### config.mk
export PLATFORM = sky130hd
export DESIGN_NAME = lpm_seq
export DESIGN_NICKNAME = d
export VERILOG_FILES = /design/src/rtl/lpm_pkg.sv /design/src/rtl/lpm_exit_timer.sv /design/src/rtl/lpm_seq.sv
export SDC_FILE = /design/constraint.sdc
export NUM_CORES = 1
export LEC_CHECK = 0
export BUFFER_PORTS_ARGS = -buffer_cell sky130_fd_sc_hd__buf_2
export CORE_AREA = 8 8 89 91
export CTS_BUF_LIST = sky130_fd_sc_hd__clkbuf_4 sky130_fd_sc_hd__clkbuf_8
export DETAILED_ROUTE_END_ITERATION = 6
export DIE_AREA = 0 0 97 99
export SLEW_MARGIN = 10
export SYNTH_ARGS = -nofsm -noshare
export SYNTH_HDL_FRONTEND = slang
export SYNTH_SLANG_ARGS = --single-unit
### constraint.sdc
create_clock -name clk -period 3 [get_ports clk]
set_input_delay 0.45 -clock clk [delete_from_list [all_inputs] [get_ports clk]]
set_output_delay 0.45 -clock clk [all_outputs]
set_load 0.005 [all_outputs]
### src/rtl/lpm_pkg.sv
package lpm_pkg;

    typedef enum logic [1:0] {
        ST_RUN = 2'd0,
        ST_SR  = 2'd1,
        ST_PPD = 2'd2,
        ST_APD = 2'd3
    } lpm_state_e;

endpackage

### src/rtl/lpm_exit_timer.sv
module lpm_exit_timer #(
    parameter int W = 8
) (
    input  logic         clk,
    input  logic         rst_n,
    input  logic         load,
    input  logic [W-1:0] val,
    output logic         zero
);

    logic [W-1:0] cnt_d;
    logic [W-1:0] cnt_q;

    always_comb begin
        cnt_d = cnt_q;
        if (load) begin
            cnt_d = val;
        end else if (cnt_q != '0) begin
            cnt_d = cnt_q - W'(1);
        end
    end

    always_ff @(posedge clk) begin
        if (!rst_n) begin
            cnt_q <= '0;
        end else begin
            cnt_q <= cnt_d;
        end
    end

    assign zero = (cnt_q == '0);

endmodule

### src/rtl/lpm_seq.sv
module lpm_seq
    import lpm_pkg::*;
#(
    parameter int CNT_W       = 8,
    parameter int SR_RD_DLY   = 200,
    parameter int PD_MAX_REFI = 9
) (
    input  logic             clk,
    input  logic             rst_n,
    input  logic [CNT_W-1:0] cfg_pd_exit,
    input  logic [CNT_W-1:0] cfg_apd_fast,
    input  logic [CNT_W-1:0] cfg_apd_slow,
    input  logic [CNT_W-1:0] cfg_sr_exit,
    input  logic             mr_slow_exit,
    input  logic             sr_req,
    input  logic             pd_req,
    input  logic             bank_open,
    input  logic             mrs_busy,
    input  logic             xfer_busy,
    input  logic             ref_tick,
    output logic             cke,
    output logic             cmd_nop,
    output logic             rd_ready,
    output logic             oth_ready
);

    localparam int REFI_W      = $clog2(PD_MAX_REFI + 1);
    localparam int FORCE_TICKS = PD_MAX_REFI - 1;

    typedef struct packed {
        lpm_state_e        state;
        logic              cke;
        logic              slow;
        logic              pd_block;
        logic [REFI_W-1:0] refi;
        logic [CNT_W-1:0]  xp;
        logic [CNT_W-1:0]  xfast;
        logic [CNT_W-1:0]  xslow;
        logic [CNT_W-1:0]  xsr;
    } regs_t;

    regs_t r_d;
    regs_t r_q;

    logic             ld_rd;
    logic             ld_oth;
    logic [CNT_W-1:0] rd_val;
    logic [CNT_W-1:0] oth_val;
    logic             rd_zero;
    logic             oth_zero;
    logic             busy;
    logic             timers_idle;
    logic             pd_exit;
    logic [CNT_W-1:0] pd_dly;

    lpm_state_e        st_q;
    logic [REFI_W-1:0] refi_q;

    function automatic logic [CNT_W-1:0] at_least_one(input logic [CNT_W-1:0] v);
        return (v == '0) ? CNT_W'(1) : v;
    endfunction

    // Countdown for read-class commands, then for every other command.
    lpm_exit_timer #(.W(CNT_W)) u_rd_tmr (
        .clk   (clk),
        .rst_n (rst_n),
        .load  (ld_rd),
        .val   (rd_val),
        .zero  (rd_zero)
    );

    lpm_exit_timer #(.W(CNT_W)) u_oth_tmr (
        .clk   (clk),
        .rst_n (rst_n),
        .load  (ld_oth),
        .val   (oth_val),
        .zero  (oth_zero)
    );

    always_comb begin
        r_d         = r_q;
        ld_rd       = 1'b0;
        ld_oth      = 1'b0;
        rd_val      = '0;
        oth_val     = '0;
        busy        = mrs_busy | xfer_busy;
        timers_idle = rd_zero & oth_zero;
        pd_exit     = 1'b0;
        pd_dly      = r_q.xp;

        if (!pd_req) begin
            r_d.pd_block = 1'b0;
        end

        unique case (r_q.state)
            ST_RUN: begin
                if (sr_req && !bank_open && !busy && timers_idle) begin
                    r_d.state = ST_SR;
                    r_d.cke   = 1'b0;
                end else if (pd_req && !r_q.pd_block && !busy && timers_idle) begin
                    r_d.state = bank_open ? ST_APD : ST_PPD;
                    r_d.cke   = 1'b0;
                    r_d.slow  = mr_slow_exit;
                    r_d.refi  = '0;
                end
            end
            ST_SR: begin
                if (!sr_req) begin
                    r_d.state = ST_RUN;
                    r_d.cke   = 1'b1;
                    ld_rd     = 1'b1;
                    ld_oth    = 1'b1;
                    rd_val    = CNT_W'(SR_RD_DLY);
                    oth_val   = r_q.xsr;
                end
            end
            default: begin
                pd_exit = !pd_req ||
                          (ref_tick && (r_q.refi == REFI_W'(FORCE_TICKS - 1)));
                if (r_q.state == ST_APD) begin
                    pd_dly = r_q.slow ? r_q.xslow : r_q.xfast;
                end
                if (pd_exit) begin
                    r_d.state = ST_RUN;
                    r_d.cke   = 1'b1;
                    ld_rd     = 1'b1;
                    ld_oth    = 1'b1;
                    rd_val    = pd_dly;
                    oth_val   = pd_dly;
                    if (pd_req) begin
                        r_d.pd_block = 1'b1;
                    end
                end else if (ref_tick) begin
                    r_d.refi = r_q.refi + REFI_W'(1);
                end
            end
        endcase
    end

    always_ff @(posedge clk) begin
        if (!rst_n) begin
            r_q.state    <= ST_RUN;
            r_q.cke      <= 1'b1;
            r_q.slow     <= 1'b0;
            r_q.pd_block <= 1'b0;
            r_q.refi     <= '0;
            r_q.xp       <= at_least_one(cfg_pd_exit);
            r_q.xfast    <= at_least_one(cfg_apd_fast);
            r_q.xslow    <= at_least_one(cfg_apd_slow);
            r_q.xsr      <= at_least_one(cfg_sr_exit);
        end else begin
            r_q <= r_d;
        end
    end

    assign st_q      = r_q.state;
    assign refi_q    = r_q.refi;
    assign cke       = r_q.cke;
    assign cmd_nop   = (r_q.state != ST_RUN) || !oth_zero;
    assign oth_ready = (r_q.state == ST_RUN) && oth_zero;
    assign rd_ready  = (r_q.state == ST_RUN) && oth_zero && rd_zero;

endmodule

==> flow_results.org <==
** Critical path
- At the worst endpoint, the required time is 2.55 ns.
- The critical path contains buffers and inverters numbering 3 combined.
- Worst path top cell family by delay :: simple AND/OR/NAND/NOR gates
- Slowest library cell on the worst path :: nor3b_1
- Data arrival time of the critical path :: 1.91 ns
- The critical path goes through inv_1, ha_1, nor3b_1, nand2_2, nor2_2, inv_2, nor2_1, buf_2.
- STA classifies the critical path startpoint as a flip-flop.
- In this run the critical register-to-register path is launched from st_q[0].
- Critical path class :: reg -> out
- In this run the critical register-to-register path is captured at u_rd_tmr.cnt_q[2].
- Delay of the slowest cell on the worst path :: ~0.36 ns
- STA classifies the critical path endpoint as an output port.
- Setup slack on the worst reg-to-reg path comes out at a little over 0.9 ns.
- Highest net fanout along the worst path :: 7
- The worst register-to-register path has a depth of 4.

** Logic synthesis
- The synthesized netlist occupies a cell area of 2840 sq um.
- In this run the biggest area consumer among cell types represents between 30% and 40% of the synthesized area.
- Synthesis inferred 57 register bits.
- Number of enable-type register cells in the synthesized netlist :: 32
- Synth Area per Inst :: roughly 10 sq um
- The number of nets in the synthesized netlist is 328.
- Largest cells by area after synthesis :: edfxtp_1 (34%), dfxtp_1 (18%), clkbuf_1 (4.4%)
- Cell taking the most area after synthesis :: edfxtp_1
- Main flop type after synthesis :: edfxtp_1
- Count of yosys warnings during synthesis :: 0
- Cells after Synth :: around 280
- The share of the Yosys chip area taken by registers is about 50%.
- Async set-reset flop share out of synthesis :: 0%
- The netlist uses 55 different library cells.

** Detailed routing
- Using the TritonRoute via totals, the vias-per-cell ratio works out to 5.46.
- In this run, the number of DRC markers left after iteration 0 of detailed routing was ~200.
- For this block, the routed nets add up to roughly 6.4 mm of wire.
- The first TritonRoute pass finished after 4 iterations.
- Count of antenna-violating nets left after detailed routing :: 0
- For this run, design rule violations remaining after detail routing come to 0.
- Routed vias :: around 2,100
- Dividing the detail-routed wire length by the instance count gives 16.5 um.

** Placed design
- Buffers placed on the I/O ports in this run total 44.
- Once placement finished, the instance area stood at between 3000 and 4000 sq um.
- At the end of routability-driven placement, the weighted congestion stood at a little over 0.9.
- Post-DP HPWL :: approximately 5 mm

** Finish
- Final design instance area without fill :: 3250 sq um
- Most common library cell in the layout ignoring fill and taps :: buf_2
- Number of nets in the final layout :: 351
- In the layout the commonest cells are buf_2 (44), edfxtp_1 (32), dfxtp_1 (25).
- Of the cells placed in the final design, the portion with a size suffix greater than 1 is ~25%.
- Once layout is complete, the utilization of the core stands at 49.4%.
- The repair_antennas step left the layout with diodes totalling 0.
- Compared with the post-synthesis result, the final layout area differs by 14.1%.

** Power and ir drop
- Across the VDD grid, the largest voltage drop is between 0.3 and 0.4 mV.
- The analysis attributes to cell leakage a power of ~0.0012 uW.
- For this design the ratio of total power to cell area is about 760 nW/um^2.

** Clocking
- Insertion delay to the later sink of the worst-skew pair :: 0.33 ns
- After clock tree synthesis, the clock-pin slew on the worst setup and hold paths is 0.07 ns.
- The H-tree was split into 3 levels.
- Buffers inserted by post-CTS timing repair :: 0
- Number of sinks handled by clock tree synthesis :: 57
- Post-cts resize count :: 0
- Root buf cell :: clkbuf_8
- CTS Buffer Depth :: 2
- The number of clock buffers added by TritonCTS is 9.
- Clock tree from TritonCTS :: built
- Buffers inserted to repair hold after CTS numbered 0.

** Global route
- Across every metal layer, demand over resource in global routing totals between 10 and 15%.
- Antenna violations before repair :: 0
- The first global-routing pass estimated 10.7 mm of wire.
- The via count of the first global-routing pass is between 2,000 and 2,500.
- Global routing finished with a remaining overflow of 0.
- Pin count of the biggest net entering global routing :: 38

** Floorplan
- The core region is 6570 sq um.
- Total die area :: approximately 9600 sq um
- Initial Util :: between 40 and 50%
- Pin placement for this block handled between 40 and 50 I/O pins.
- The floorplan step set the die width to ~97 um.
- In this run the core area contains 30 standard-cell rows.
- The floorplan step set the die height to ~99 um.

** Timing
- Final count of hold timing violations :: 0
- Rel. slew slack :: 55.6%
- The worst path in the final design needs a cycle of around 2.4 ns, including I/O delays and setup.
- Hold Slack :: a little over 0.3 ns
- Layout Skew :: about 0.0073 ns
- Worst Max-Slew Pin Slew :: around 0.66 ns
- Tcrit/Tclk final :: 78.6%
- Timing would allow up to approximately 420 MHz.
- Setup violations remaining at the end of the flow were counted as 0.
- Final total negative setup slack :: 0 ns
- Final number of max-transition violations :: 0
- RSZ-0062 raised after global routing :: no

** Min path
- Worst hold path stage count :: 1
- Endpoint of the worst hold-timing path :: r_d[28]
- The min-delay analysis places its worst path in the category in -> reg.
- In this run the most critical hold path is launched from cfg_pd_exit[4].

** Flow run
- Across the run, the number of max-cap violations was 0.

** Status
- Result of the run :: complete, no violations
-- sequential cells by signal, indices dropped and copies added (netlist names) --
signal	count
r_d	32
u_oth_tmr.cnt_q	8
u_rd_tmr.cnt_q	8
refi_q	4
r_q	2
st_q	2
cke	1
-- where the power goes --
group / internal [uW] / switching, uW
registers: 943 / 105
clock network: 386 / 301
logic: 351 / 391
-- synthesized netlist by cell type, drive strengths merged, types with 2 or more instances --
cell     n
mux2i    9
nand4b   2
a21boi   2
nor3b    5
ha       5
nor3    10
xor2     5
o31a     3
a311oi   2
or3      2
or4      5
edfxtp  32
a21o     8
a221oi   3
or2      3
nand3    7
nand2b   4
o22ai    4
nor4     8
o21ai   11
o21a     2
and2     3
o211ai   7
a21oi   18
clkbuf  33
inv      7
dfxtp   25
nand4    2
buf      3
nor2    10
a22oi    3
nor2b    3
a31oi    5
nand2   22
-- cells by family (layout without fill, tap and decap cells) --
logic type	count (synthesis)	after routing	synth area share, %
AND/OR/NAND/NOR	88	88	18.1
AO/OA/AOI/OAI	74	74	17.6
flip-flops	57	57	51.4
buffers and inverters	44	72	5.94
multiplexers	9	9	3.17
adder cells (fa/ha/maj)	5	5	2.20
XOR/XNOR	5	5	1.54
-- how the worst max path moves through the flow --
stage / cells past startpoint / start / slack [ns] / to
2_1_floorplan: 3 / rst_n / 0.90 / refi_q[3]
3_3_place_gp: 8 / u_oth_tmr.cnt_q[0] / 0.93 / r_q[37]
3_5_place_dp: 5 / sr_req / 0.88 / u_rd_tmr.cnt_q[2]
4_1_cts: 8 / u_oth_tmr.cnt_q[0] / 0.63 / rd_ready
5_1_grt: 8 / u_oth_tmr.cnt_q[0] / 0.41 / rd_ready
6_report: 8 / u_oth_tmr.cnt_q[0] / 0.64 / rd_ready
-- per-layer routing --
layer | up-vias | part of all wire, % | GRT usage, %
li1 | 1081 | - | -
met1 | 986 | 48 | 17.2
met2 | 51 | 46 | 21.5
met3 | 13 | 4.0 | 3.92
met4 | 0 | 2.1 | 6.75
met5 | - | 0 | 0
-- per-stage QoR --
stage	power, uW	setup slack, ns	instances
after floorplan	1610	0.903	282
after global placement	1800	0.931	374
after detailed placement	1810	0.877	374
after CTS	2500	0.635	390
after global routing	2630	0.412	390
final	2480	0.643	390
-- cell type report --
cell class / count / area [sq um]
Fill cell: 601 / 3320
Sequential cell: 57 / 1460
Multi-Input combinational cell: 181 / 1210
Timing Repair Buffer: 48 / 250
Clock buffer: 10 / 131
Tap cell: 80 / 100
Clock inverter: 6 / 58.8
Inverter: 8 / 30.0
(Power assumes the default switching activity.)
